==> src/rtl/tbc_pkg.sv <==
package tbc_pkg;
  parameter int unsigned TBC_CNT_W = 8;
  parameter int unsigned TBC_DIV_W = 16;
  parameter int unsigned TBC_SYNC_STAGES = 2;

  typedef enum logic [0:0] {
    TBC_STOPPED = 1'b0,
    TBC_RUNNING = 1'b1
  } tbc_state_e;
endpackage

==> src/rtl/tbc_sync.sv <==
module tbc_sync #(
  parameter int unsigned WIDTH  = 2,
  parameter int unsigned STAGES = 2
) (
  input  logic             clk_i,
  input  logic             rst_ni,
  input  logic [WIDTH-1:0] d_i,
  output logic [WIDTH-1:0] q_o
);
  for (genvar s = 0; s < STAGES; s++) begin : g_stage
    logic [WIDTH-1:0] r;
    if (s == 0) begin : g_first
      always_ff @(posedge clk_i or negedge rst_ni) begin
        if (!rst_ni) r <= '0;
        else         r <= d_i;
      end
    end else begin : g_next
      always_ff @(posedge clk_i or negedge rst_ni) begin
        if (!rst_ni) r <= '0;
        else         r <= g_stage[s-1].r;
      end
    end
  end

  assign q_o = g_stage[STAGES-1].r;
endmodule

==> src/rtl/tbc_ctrl.sv <==
module tbc_ctrl
  import tbc_pkg::*;
(
  input  logic clk_i,
  input  logic rst_ni,
  input  logic trig_i,
  input  logic clr_i,
  output logic run_o
);
  tbc_state_e state_q, state_d;

  always_comb begin
    state_d = state_q;
    unique case (state_q)
      TBC_STOPPED: if (trig_i)           state_d = TBC_RUNNING;
      TBC_RUNNING: if (clr_i && !trig_i) state_d = TBC_STOPPED;
      default:                           state_d = TBC_STOPPED;
    endcase
  end

  always_ff @(posedge clk_i or negedge rst_ni) begin
    if (!rst_ni) state_q <= TBC_STOPPED;
    else         state_q <= state_d;
  end

  assign run_o = (state_q == TBC_RUNNING);
endmodule

==> src/rtl/tbc_timebase.sv <==
module tbc_timebase #(
  parameter int unsigned DIV_W = 16
) (
  input  logic             clk_i,
  input  logic             rst_ni,
  input  logic             run_i,
  input  logic             ext_sel_i,
  input  logic             ext_tick_i,
  input  logic             inhibit_ni,
  input  logic [DIV_W-1:0] div_cfg_i,
  output logic             tick_o,
  output logic             mon_o
);
  logic [DIV_W-1:0] div_q;
  logic             int_tick;
  logic             src_tick;

  assign int_tick = (div_q >= div_cfg_i);

  always_ff @(posedge clk_i or negedge rst_ni) begin
    if (!rst_ni)       div_q <= '0;
    else if (!run_i)   div_q <= '0;
    else if (int_tick) div_q <= '0;
    else               div_q <= div_q + DIV_W'(1);
  end

  assign src_tick = ext_sel_i ? ext_tick_i : int_tick;
  assign tick_o   = run_i & inhibit_ni & src_tick;
  assign mon_o    = ~(run_i & src_tick);
endmodule

==> src/rtl/tbc_counter.sv <==
module tbc_counter #(
  parameter int unsigned W = 8
) (
  input  logic         clk_i,
  input  logic         rst_ni,
  input  logic         run_i,
  input  logic         tick_i,
  output logic [W-1:0] q_o,
  output logic         armed_o
);
  logic [W-1:0] q_q;
  logic         armed_q;

  always_ff @(posedge clk_i or negedge rst_ni) begin
    if (!rst_ni) begin
      q_q     <= '1;
      armed_q <= 1'b1;
    end else if (!run_i) begin
      q_q     <= '1;
      armed_q <= 1'b1;
    end else if (tick_i) begin
      if (armed_q) begin
        q_q     <= '0;
        armed_q <= 1'b0;
      end else begin
        q_q     <= q_q + W'(1);
      end
    end
  end

  assign q_o     = q_q;
  assign armed_o = armed_q;
endmodule

==> src/rtl/tbc_combine.sv <==
module tbc_combine #(
  parameter int unsigned W = 8
) (
  input  logic [W-1:0] q_i,
  input  logic [W-1:0] sel_i,
  output logic         combo_o
);
  logic [W-1:0] line_hi;

  for (genvar i = 0; i < W; i++) begin : g_line
    assign line_hi[i] = q_i[i] | ~sel_i[i];
  end

  assign combo_o = &line_hi;
endmodule

==> src/rtl/tbc_delay_timer.sv <==
module tbc_delay_timer
  import tbc_pkg::*;
#(
  parameter int unsigned CNT_W       = TBC_CNT_W,
  parameter int unsigned DIV_W       = TBC_DIV_W,
  parameter int unsigned SYNC_STAGES = TBC_SYNC_STAGES
) (
  input  logic             clk_i,
  input  logic             rst_ni,
  input  logic             trig_i,
  input  logic             reset_req_i,
  input  logic             tb_ext_sel_i,
  input  logic             ext_tick_i,
  input  logic             inhibit_ni,
  input  logic [DIV_W-1:0] div_cfg_i,
  input  logic [CNT_W-1:0] sel_i,
  output logic [CNT_W-1:0] q_o,
  output logic             tb_mon_o,
  output logic             combo_o
);
  localparam int unsigned CTL_W = 2;

  logic [CTL_W-1:0] ctl_syn;
  logic             trig_s;
  logic             rst_s;
  logic             run;
  logic             eff_tick;
  logic             armed;

  tbc_sync #(.WIDTH(CTL_W), .STAGES(SYNC_STAGES)) u_sync (
    .clk_i (clk_i),
    .rst_ni(rst_ni),
    .d_i   ({trig_i, reset_req_i}),
    .q_o   (ctl_syn)
  );

  assign trig_s = ctl_syn[1];
  assign rst_s  = ctl_syn[0];

  tbc_ctrl u_ctrl (
    .clk_i (clk_i),
    .rst_ni(rst_ni),
    .trig_i(trig_s),
    .clr_i (rst_s),
    .run_o (run)
  );

  tbc_timebase #(.DIV_W(DIV_W)) u_tbase (
    .clk_i     (clk_i),
    .rst_ni    (rst_ni),
    .run_i     (run),
    .ext_sel_i (tb_ext_sel_i),
    .ext_tick_i(ext_tick_i),
    .inhibit_ni(inhibit_ni),
    .div_cfg_i (div_cfg_i),
    .tick_o    (eff_tick),
    .mon_o     (tb_mon_o)
  );

  tbc_counter #(.W(CNT_W)) u_cnt (
    .clk_i  (clk_i),
    .rst_ni (rst_ni),
    .run_i  (run),
    .tick_i (eff_tick),
    .q_o    (q_o),
    .armed_o(armed)
  );

  tbc_combine #(.W(CNT_W)) u_comb (
    .q_i    (q_o),
    .sel_i  (sel_i),
    .combo_o(combo_o)
  );
endmodule

==> config.mk <==
export PLATFORM = sky130hd
export DESIGN_NAME = tbc_delay_timer
export DESIGN_NICKNAME = d
export VERILOG_FILES = /design/src/rtl/tbc_pkg.sv /design/src/rtl/tbc_sync.sv /design/src/rtl/tbc_ctrl.sv /design/src/rtl/tbc_timebase.sv /design/src/rtl/tbc_counter.sv /design/src/rtl/tbc_combine.sv /design/src/rtl/tbc_delay_timer.sv
export SDC_FILE = /design/constraint.sdc
export NUM_CORES = 1
export LEC_CHECK = 0
export CORE_MARGIN = 2
export CORE_UTILIZATION = 45
export CTS_CLUSTER_DIAMETER = 200
export DETAILED_ROUTE_END_ITERATION = 10
export PLACE_DENSITY = 0.72
export SLEW_MARGIN = 20
export SYNTH_ARGS = -nofsm -noshare
export SYNTH_HDL_FRONTEND = slang
export SYNTH_HIERARCHICAL = 1
export SYNTH_SLANG_ARGS = --single-unit
==> constraint.sdc <==
create_clock -name clk_i -period 7 [get_ports clk_i]
set_clock_uncertainty 0.1 [all_clocks]
set_input_delay 0.7 -clock clk_i [delete_from_list [all_inputs] [get_ports clk_i]]
set_output_delay 0.7 -clock clk_i [all_outputs]
set_load 0.02 [all_outputs]
[Word-level counts from Yosys, hierarchy flattened]
Index checks and enable logic that the tools add are counted.
Operators by class
  $add $sub $neg: 2
  magnitude comparators: 1
  muxes and demuxes: 11
  bitwise operators: 21
  eq/ne operators: 1
  reductions and logical operators: 3
Operators by type and width (count)
  2-to-1 mux 16 bit: 2
  2-to-1 mux 8 bit: 3
  adder 16 x 1 -> 16 bit (second input constant): 1
  >= comparator 16 bit: 1
  NOT 1 bit: 10
  adder 8 x 1 -> 8 bit (second input constant): 1
  bitwise OR 1 bit: 8
  AND reduction 8 bit: 1
  2-to-1 mux 1 bit: 5
  AND 1 bit: 3
  inequality test 2 bit (second input constant): 1
  one-hot mux 1 bit (2 select lines): 1
  logical AND 1 bit: 1
  zero test 1 bit: 1
Word-level totals
  word-level logic and storage cells: 45
  register bits: 30
  input bits: 31

[Longest topological paths before layout]
Gate-level depths: netlist of the first run.
  word-level depth: 5
  mapped depth: 10
  gate-level depth less buffers: 10

[By module]
Netlist of the first run, hierarchy kept.
Modules (own cells, without submodules)
  tbc_timebase: area an instance 1193.6 µm², seq. area each 400.4 µm², instances 1, cells an instance 132
  tbc_counter: area an instance 466.7 µm², seq. area each 236.5 µm², instances 1, cells an instance 47
  tbc_sync: area an instance 100.1 µm², seq. area each 100.1 µm², instances 1, cells an instance 4
  tbc_combine: area an instance 67.6 µm², seq. area each 0.0 µm², instances 1, cells an instance 13
  tbc_ctrl: area an instance 36.3 µm², seq. area each 25.0 µm², instances 1, cells an instance 3

[Worst setup path after synthesis of the first run]
Ideal clock, no wire load.
  path type: input to register
  from: input div_cfg_i[13]
  to: register u_cnt.q_q[5], in the netlist u_cnt/q_o[5]
  path slack: 4.155 ns
  arrival: 2.660 ns
  stages: 10
  setup time: 0.085 ns
  cell sequence: inv_1 > ha_1 > nand4_1 > nor2_1 > o2111ai_2 > nor2b_1 > a31oi_1 > nand2b_1 > or4_1 > o2111ai_1
Between the ends
  longest elaborated chain between the ends: 4
RTL lines
  start: declaration: line tbc_delay_timer.sv:15  | input logic [DIV_W-1:0] div_cfg_i,
  >= comparator 16 bit: line tbc_timebase.sv:18  | assign int_tick = (div_q >= div_cfg_i);
  2-to-1 mux 1 bit: line tbc_timebase.sv:27  | assign src_tick = ext_sel_i ? ext_tick_i : int_tick;
  AND 1 bit: line tbc_timebase.sv:28  | assign tick_o = run_i & inhibit_ni & src_tick;
  via eff_tick: line tbc_delay_timer.sv:27  | logic eff_tick;
  inequality test 2 bit (no source line)
  end signal: assignment: line tbc_counter.sv:26  | q_q <= q_q + W'(1);
  end: declaration: line tbc_counter.sv:11  | logic [W-1:0] q_q;
The timed path passes the listed nets, and every way through them passes these cells.
A chain may end at the register's enable or synchronous reset.

[Worst setup path in the final report of the first run]
  from: input div_cfg_i[0]
  to: output tb_mon_o
Between the ends
  longest elaborated chain between the ends: 4
RTL lines
  >= comparator 16 bit: line tbc_timebase.sv:18
  2-to-1 mux 1 bit: line tbc_timebase.sv:27
  AND 1 bit: line tbc_timebase.sv:29  | assign mon_o = ~(run_i & src_tick);
  NOT 1 bit: line tbc_timebase.sv:29
  end: declaration: line tbc_delay_timer.sv:18  | output logic tb_mon_o,
Every way passes these cells.

==> results.ini, run 1 <==
[floorplan]
io_pins = 41
core.rowCount = 23
die_w_um = 68.4
initial_utilization_pct = 46.6
core_sq_mm = 0.00400
fp.dieH_um = 68.4
dieArea_sq_mm = 0.00467

[logic_synthesis]
synthXorXnorAreaFrac_pct = 6.58
synth_simple_gate_area_share_pct = 18.7
seq_area_frac_synth_pct = 40.9
yosysWarnings = 6
synth_fp_nets = 248
ys_ff_latch = 30
muxShareOfSynthArea_pct = 0
synth_top_family_by_area = simple AND/OR/NAND/NOR gates
synth_compound_area_share_pct = 14.2
synth_cell_type_count = 37
synth_cells = 199
synth_area_sq_mm = 0.00186
syn_avg_cell_area_sq_um = 9.37
synth-adder-area-share_pct = 12.1

[critical_path]
start_kind = input pin
startpoint = div_cfg_i[0]
timing.rr.start = u_tbase/div_q[13]
arrival_ps = 3030
r2r_cells = 9
end_kind = primary output
critPathKind = in -> out
r2r-end = u_cnt/q_o[5]
path_max_fanout = 2
r2r_slack_ps = 4000
cp.required_ps = 6200

[cts]
cts_hold_buf = 0
cts_resized = 0
cts_max_level = 2
worstSkewPairLatency_ps = 280
cts_made_buffers = 5
clk_pin_slew_worst_paths_ps = 70
postCtsSetupBuffers = 0
clock_path_buffers = 2
cts-root-buf = clkbuf_8
clock-sinks = 30
cts_tree = built

[global_routing]
grt_max_degree = 31
antenna_found_initial = 0
first_global_vias = 1516
grt_util_all_layers_pct = 19.4
grt_overflow_total = 0
grt_pass1_wl_um = 6730

[timing]
timing.fmax_ghz = 0.261
hold_violations = 0
period_needed_ps = 3830
slew_violations = 0
fin_hold_ws_ps = 249
slew_headroom_pct = 60.1
finalSetupTns_ps = 0
tightest_slew_ps = 596
grt_setup_unrepaired = false
setup_viol = 0
fin_crit_sh_pct = 54.7

[final_layout]
multi_input_area_sq_um = 962
final_layout_size_suffix_gt1_share_pct = 8.94
final_common_cell = clkdlybuf4s50_1
fin_area_sq_mm = 0.00243
antenna_cells = 0
register_area_sq_um = 762
fin_nets = 294
fillers = 347
syn_to_final_growth_pct = 30.6
stdcell_count = 296
final_cell_mix = 40 x clkdlybuf4s50_1, 33 x inv_1, 22 x nor2_1

[run]
drv_cap = 0

[power_and_ir_drop]
ir_worst_vdd_mv = 0.156
power.total_uw = 498
p_per_area_mw_per_mm2 = 204
p_leak_nw = 1.19

[place]
place_area_sq_mm = 0.00232
portBuffers = 40
dp_hpwl_um = 2970
gp_congestion = 0.788
dp_cells = 288

[detailed_routing]
vias_per_cell = 5.17
wl_per_cell_um = 13.3
wirelength_um = 3930
drtAntennaViolNets = 0
firstDrtPassIters = 4
first_iter_violations = 69
drc = 0
vias = 1531

[min_path]
hp-start = u_sync/g_stage[0].r[0]
hold_path_depth = 0
holdCritPathClass = reg -> reg
holdPathEnd = u_sync/q_o[0]

[status]
status = finished, final reports clean

## registers in the layout, summed over array words and instances (netlist names)
name and cells:
u_tbase/div_q 16, u_cnt/q_o 8, u_sync/g_stage.r 2, u_sync/q_o 2
u_cnt/armed_o 1, u_ctrl/run_o 1
## how the worst max path moves through the flow
| stage | endpoint | slack [ps] | cells after the start |
|---|---|---|---|
| floorplan | u_cnt/q_o[5] | 4160 | 10 |
| global placement | tb_mon_o | 3190 | 8 |
| detailed placement | tb_mon_o | 3180 | 8 |
| CTS | tb_mon_o | 3170 | 8 |
| global route | tb_mon_o | 3100 | 8 |
| finish | tb_mon_o | 3170 | 8 |
## routing by layer
| metal | GRT usage, % | part of all wire [%] | up-vias |
|---|---|---|---|
| met5 | 0 | 0 | - |
| met4 | 6.25 | 1.3 | 0 |
| met3 | 5.10 | 5.2 | 6 |
| met2 | 31.3 | 47 | 35 |
| met1 | 25.3 | 46 | 704 |
| li1 | - | - | 786 |
## logic make-up after synthesis
group                    after synthesis
AND/OR/NAND/NOR                       65
AO/OA/AOI/OAI                         37
XOR/XNOR                              14
flip-flops                            30
adder cells (fa/ha/maj)               18
buffers and inverters                 35
## cell usage after synthesis
library cell  number  area share, %
inv_1             33            6.6
nor2_1            22            4.4
dfrtp_1           21             28
ha_1              18             12
nand3_1           12            3.2
nand2_1           10            2.0
xor2_1            10            4.7
dfstp_2            9             13
nand4_1            6            2.0
o21ai_0            5            1.3
a21oi_1            4            1.1
o211ai_1           4            1.6
o22ai_1            4            1.3
o311ai_0           4            1.9
xnor2_1            4            1.9
a31oi_1            3            1.0
and3_1             3            1.0
or4_1              3            1.2
a21boi_0           2           0.81
a21o_1             2           0.81
nand2b_1           2           0.67
nor2b_1            2           0.67
o21a_1             2           0.81
a2111o_1           1           0.60
a211oi_1           1           0.40
a31o_2             1           0.47
and2_1             1           0.34
and4_1             1           0.47
buf_2              1           0.27
buf_6              1           0.60
nand2b_4           1           0.74
nand4b_4           1            1.3
nor4_2             1           0.67
o2111ai_1          1           0.47
o2111ai_2          1           0.81
o21bai_1           1           0.40
o31ai_1            1           0.40
## report_power, final
part,total [mW],switching (mW),internal (mW)
registers,0.212,0.0199,0.192
clock network,0.180,0.0638,0.116
logic,0.106,0.0496,0.0567
## worst max-delay path: stages
cell             delay (ps)
clkdlybuf4s50_1         400
ha_1                    290
nand2b_4                130
a2111o_1                410
o2111ai_2               100
nor2b_1                 200
a31o_2                  180
clkdlybuf4s50_1         600
## metrics by stage
step / worst slack (ps) / utilization [%]
final: 3170 / 60.9
after global routing: 3100 / 60.9
after global placement: 3190 / 58.0
after detailed placement: 3180 / 58.0
after CTS: 3170 / 60.9
after floorplan: 4160 / -
## area by class of cell
cell class                 count  area share [%]
sequential                    30            31.3
multi-input combinational    134            39.5
clock inverter                 1            1.23
inverter                      33            5.09
timing repair buffer          41            16.8
tap                           50            2.57
clock buffer                   7            3.55
Power figures use the tool's default switching activity.
==> run 2: changes to the inputs <==
- clock period: 7 -> 3.8 ns (I/O delays scaled with it)
==> run 2 against run 1 <==
Compared with the run above: the flow now finishes with violations (negative hold slack); sequential power rose by 84%; core utilization fell by 0.75 points; clock power rose by 45%; final cell count did not move; wire length fell by 0.23%; die area did not move; sequential share of layout area rose by 0.39 points; first-iteration DRC count rose by 49%; hold slack got worse by 280 ps; setup slack got worse by 2600 ps; clock-buffer cell count did not move.
==> results.ini, run 2 (same netlist as run 1, synthesis figures left out) <==
[place]
place_area_sq_mm = 0.00232  ; unchanged
portBuffers = 40  ; unchanged
gp_congestion = 0.883  ; +12%
dp_hpwl_um = 3080  ; +3.7%

[critical_path]
r2r_slack_ps = 960  ; -3040 ps
path_max_fanout = 2  ; unchanged
end_kind = primary output
critPathKind = in -> out
start_kind = input pin
r2r_cells = 9  ; unchanged
r2r-end = u_cnt/q_o[5]
arrival_ps = 2720  ; -310 ps
timing.rr.start = u_tbase/div_q[13]
cp.required_ps = 3320  ; -2880 ps

[timing]
hold_violations = 13  ; +13
setup_viol = 0  ; unchanged
fin_hold_ws_ps = -28.3  ; -277 ps
timing.fmax_ghz = 0.313
slew_violations = 0  ; unchanged
finalSetupTns_ps = 0  ; unchanged
grt_setup_unrepaired = false
period_needed_ps = 3200
slew_headroom_pct = 65.3  ; +5.2 points
fin_crit_sh_pct = 84.2
tightest_slew_ps = 520  ; -75.3 ps

[status]
status = finished with violations
violations = negative hold slack

[detailed_routing]
drc = 0  ; unchanged
vias_per_cell = 5.22  ; +0.91%
drtAntennaViolNets = 0  ; unchanged
firstDrtPassIters = 4  ; unchanged
first_iter_violations = 103  ; +49%
wl_per_cell_um = 13.2  ; -0.23%
vias = 1545  ; +0.91%
wirelength_um = 3920  ; -0.23%

[final_layout]
syn_to_final_growth_pct = 29.0
largest_reg_flops = 16  ; unchanged
fillers = 369  ; +6.3%
final_layout_size_suffix_gt1_share_pct = 9.35  ; +0.41 points
final_cell_mix = 39 x clkdlybuf4s50_1, 33 x inv_1, 22 x nor2_1
antenna_cells = 0  ; unchanged
fin_area_sq_mm = 0.00240  ; -1.2%
final_common_cell = clkdlybuf4s50_1
regMostFlops = u_tbase/div_q
fin_nets = 294  ; unchanged

[global_routing]
grt_max_degree = 24  ; -23%
grt_overflow_total = 0  ; unchanged
antenna_found_initial = 0  ; unchanged
grt_pass1_wl_um = 6740  ; +0.21%
grt_util_all_layers_pct = 20.2  ; +0.78 points
first_global_vias = 1493  ; -1.5%

[floorplan]
dieArea_sq_mm = 0.00467  ; unchanged
core.rowCount = 23  ; unchanged
initial_utilization_pct = 46.6  ; unchanged
die_w_um = 68.4  ; unchanged
fp.dieH_um = 68.4  ; unchanged
io_pins = 41  ; unchanged
core_sq_mm = 0.00400  ; unchanged

[run]
drv_cap = 0  ; unchanged

[cts]
clock_path_buffers = 2  ; unchanged
clock-sinks = 30  ; unchanged
cts-root-buf = clkbuf_8
clk_pin_slew_worst_paths_ps = 60  ; about the same
cts_max_level = 2  ; unchanged
cts_tree = built
worstSkewPairLatency_ps = 280  ; about the same
cts_hold_buf = 0  ; unchanged
cts_resized = 0  ; unchanged
cts_made_buffers = 5  ; unchanged
postCtsSetupBuffers = 0  ; unchanged

[power_and_ir_drop]
ir_worst_vdd_mv = 0.273  ; +75%
p_per_area_mw_per_mm2 = 353  ; +73%
p_leak_nw = 1.18  ; -0.86%

[min_path]
holdCritPathClass = in -> async

==> run 2: changes by cell type in the layout (fill, tap and decap cells not counted), sizes merged <==
cell           change
clkdlybuf4s50      -1
clkinv             +1
buf                +1
bufinv             -1
==> run 2: power by group <==
group | internal (mW) | leakage, nW | switching (mW) | total, mW
registers | 0.354 | 0.372 | 0.0370 | 0.391
logic | 0.104 | 0.756 | 0.0941 | 0.198
clock network | 0.146 | 0.0482 | 0.115 | 0.261
total | 0.603 | 1.18 | 0.246 | 0.850
==> run 2: how the worst max path moves through the flow <==
stage | depth (start not counted) | slack [ps] | to | start
after global routing | 8 | 500 | tb_mon_o | div_cfg_i[0]
after CTS | 8 | 580 | tb_mon_o | div_cfg_i[0]
after floorplan | 9 | 1270 | u_cnt/q_o[5] | u_tbase/div_q[13]
after global placement | 11 | 590 | u_cnt/q_o[5] | div_cfg_i[13]
after detailed placement | 11 | 530 | u_cnt/q_o[5] | div_cfg_i[13]
final | 8 | 600 | tb_mon_o | div_cfg_i[0]
==> run 2: worst max-delay path, cell delays in order <==
cell,delay [ps]
clkdlybuf4s50_1,400
ha_1,290
nand2b_4,130
a2111o_1,430
o2111ai_2,100
nor2b_1,200
a31o_2,170
clkdlybuf4s50_1,600
==> run 2: layout make-up <==
type,instances,area (sq um),area share [%]
Multi-Input combinational cell,134,962,40.0
Clock inverter,1,5.00,0.208
Clock buffer,7,86.3,3.59
Sequential cell,30,762,31.7
Tap cell,50,62.6,2.60
Timing Repair Buffer,41,403,16.8
Inverter,33,124,5.15
==> run 2: per-layer routing <==
| metal | wire [um] | vias to the layer above | part of all wire (%) | global-route usage, % |
|---|---|---|---|---|
| met5 | 0 | - | 0 | 0 |
| met4 | 78 | 0 | 2.0 | 9.00 |
| met3 | 259 | 7 | 6.6 | 5.43 |
| met2 | 1870 | 49 | 48 | 31.4 |
| met1 | 1710 | 707 | 44 | 26.2 |
| li1 | - | 782 | - | - |
==> run 2: through the flow <==
| stage | setup WS, ps | std cells | util [%] | hold WS [ps] | total power [mW] |
|---|---|---|---|---|---|
| after floorplan | 1270 | 199 | - | -15.6 | 0.499 |
| after detailed placement | 535 | 288 | 58.0 | 242 | 0.596 |
| after CTS | 577 | 296 | 60.2 | 255 | 0.860 |
| after global routing | 504 | 296 | 60.1 | 5.87 | 0.902 |
| after global placement | 590 | 288 | 58.0 | 233 | 0.590 |
| final | 602 | 296 | 60.1 | -28.3 | 0.850 |
==> run 3: changes to the inputs <==
- PLACE_DENSITY: 0.72 -> 0.75
- clock period: 3.8 -> 2.9 ns (I/O delays scaled with it)
==> run 3 against run 2 <==
Compared with the run above: the run now ends clean; final cell count is 2.0% higher; total power is 31% higher; critical path depth stayed put; sequential cell count stayed put; core utilization is 1.2 points higher; sequential share of layout area is 0.61 points lower; first-iteration DRC count is 43% lower.
==> results.ini, run 3 (same netlist as run 1, synthesis figures left out) <==
[cts]
clock-sinks = 30  ; unchanged
cts_hold_buf = 0  ; unchanged
cts_tree = built
clock_path_buffers = 2  ; unchanged
cts-root-buf = clkbuf_8
clk_pin_slew_worst_paths_ps = 60  ; about the same
cts_made_buffers = 5  ; unchanged
cts_max_level = 2  ; unchanged
worstSkewPairLatency_ps = 280  ; about the same

[timing]
slew_headroom_pct = 74.5  ; +9.2 points
finalSetupTns_ps = 0  ; unchanged
slew_violations = 0  ; unchanged
tightest_slew_ps = 382  ; -138 ps
timing.fmax_ghz = 0.369
grt_setup_unrepaired = false
period_needed_ps = 2710
hold_violations = 0  ; -13
fin_hold_ws_ps = 249  ; +277 ps
fin_crit_sh_pct = 93.4
setup_viol = 0  ; unchanged

[floorplan]
dieArea_sq_mm = 0.00467  ; unchanged
fp.dieH_um = 68.4  ; unchanged
io_pins = 41  ; unchanged
die_w_um = 68.4  ; unchanged
initial_utilization_pct = 46.6  ; unchanged
core.rowCount = 23  ; unchanged
core_sq_mm = 0.00400  ; unchanged

[critical_path]
slowest_stage = a2111o_1
critPathKind = reg -> out
max_stage_delay_ps = 420  ; -180 ps
r2r_slack_ps = 380  ; -580 ps
end_kind = primary output
cp.required_ps = 2510  ; -810 ps
start_kind = flop
path_cells = inv_1 -> ha_1 -> nand2b_4 -> a2111o_1 -> o2111ai_2 -> nor2b_1 -> a31o_2 -> dlygate4sd2_1
startpoint = u_tbase/div_q[0]
path_max_fanout = 4  ; +2
r2r_cells = 9  ; unchanged
arrival_ps = 2320  ; -400 ps
r2r-end = u_cnt/q_o[5]
timing.rr.start = u_tbase/div_q[13]

[power_and_ir_drop]
clkPwrFrac_pct = 30.9  ; +0.2 points
switchingPower_uw = 320  ; +30%
sw_frac_of_total_pct = 28.7  ; -0.31 points
p_leak_nw = 1.20  ; +2.0%
ir_worst_vdd_mv = 0.237  ; -13%
p_comb_share_pct = 23.4  ; about the same
p_per_area_mw_per_mm2 = 455  ; +29%
p_int_uw = 795  ; +32%
seqPwrFrac_pct = 45.8  ; -0.2 points

[detailed_routing]
wl_met3_um = 198  ; -24%
wl_met1_um = 1710  ; about the same
wirelength_um = 3840  ; -1.9%
wl_met2_um = 1850  ; -0.91%
drc = 0  ; unchanged
vias = 1565  ; +1.3%
drtAntennaViolNets = 0  ; unchanged
firstDrtPassIters = 4  ; unchanged
wl_per_cell_um = 12.7  ; -3.8%
highest_layer = met4
vias_per_cell = 5.18  ; -0.72%
first_iter_violations = 59  ; -43%

[global_routing]
grt_pass1_wl_um = 6300  ; -6.6%
antenna_found_initial = 0  ; unchanged
grt_util_all_layers_pct = 18.1  ; -2.0 points
grt_max_degree = 31  ; +29%
grt_overflow_total = 0  ; unchanged
first_global_vias = 1572  ; +5.3%

[final_layout]
final_layout_size_suffix_gt1_share_pct = 10.7  ; +1.4 points
fin_nets = 300  ; +2.0%
syn_to_final_growth_pct = 31.5
final_common_cell = clkdlybuf4s50_1
largest_reg_flops = 16  ; unchanged
final_cell_mix = 39 x clkdlybuf4s50_1, 33 x inv_1, 22 x nor2_1
fin_area_sq_mm = 0.00245  ; +2.0%
fillers = 341  ; -7.6%
regMostFlops = u_tbase/div_q
stdcell_count = 302  ; +2.0%
antenna_cells = 0  ; unchanged

[place]
dp_cells = 294  ; +2.1%
gp_congestion = 0.838  ; -5.1%
place_area_sq_mm = 0.00236  ; +1.9%
portBuffers = 40  ; unchanged
dp_hpwl_um = 2920  ; -5.2%

[min_path]
hold_path_depth = 0
holdPathEnd = u_sync/q_o[1]
holdCritPathClass = reg -> reg
hp-start = u_sync/g_stage[0].r[1]

[status]
status = finished, final reports clean

[run]
drv_cap = 0  ; unchanged

-- run 3: cell count changes in the layout (fill, tap and decap cells not counted) --
cell           delta
clkbuf_1          +1
buf_2             -1
clkinv_2          -1
dlygate4sd2_1     +1
buf_4             +6
-- run 3: cell type report --
type	count	area, sq um	area share (%)
multi-input combinational	134	962	39.2
sequential	30	762	31.1
inverter	33	124	5.05
tap	50	62.6	2.55
clock buffer	8	90.1	3.67
timing repair buffer	47	452	18.4
-- run 3: repair_timing --
action,4_1_cts,5_1_grt
gates resized for setup,1,0
setup buffers,0,0
setup endpoints to repair,1,0
-- run 3: power groups by stage --
| stage | Sequential [mW] | Clock (mW) | Combinational [mW] |
|---|---|---|---|
| after global placement | 0.516 | 0 | 0.257 |
| after global routing | 0.517 | 0.374 | 0.291 |
| after detailed placement | 0.518 | 0 | 0.262 |
| final | 0.510 | 0.344 | 0.261 |
| after CTS | 0.510 | 0.353 | 0.263 |
| after floorplan | 0.522 | 0 | 0.132 |
-- run 3: critical path, delay by kind of cell (launching register included) --
family | cells | cell delay, ps
AO/OA/AOI/OAI | 3 | 670
flip-flops | 1 | 390
buffers and inverters | 2 | 380
AND/OR/NAND/NOR | 2 | 330
adder cells (fa/ha/maj) | 1 | 260
-- run 3: layer usage --
metal / up-vias / global-route usage (%)
met5: - / 0
li1: 794 / -
met1: 720 / 20.4
met4: 0 / 8.00
met2: 41 / 31.8
met3: 10 / 4.93
-- run 3: worst max path at each step --
| stage | endpoint | cells past startpoint |
|---|---|---|
| 6_report | tb_mon_o | 8 |
| 5_1_grt | tb_mon_o | 8 |
| 4_1_cts | tb_mon_o | 8 |
| 3_5_place_dp | tb_mon_o | 8 |
| 3_3_place_gp | tb_mon_o | 8 |
| 2_1_floorplan | u_cnt/q_o[5] | 9 |
-- run 3: stage by stage --
stage | util, % | setup slack (ps) | total power, mW
floorplan | - | 371 | 0.655
global placement | 59.1 | -75.9 | 0.773
detailed placement | 59.1 | -88.1 | 0.780
CTS | 61.3 | 155 | 1.13
global route | 61.3 | 43.5 | 1.18
finish | 61.3 | 190 | 1.11
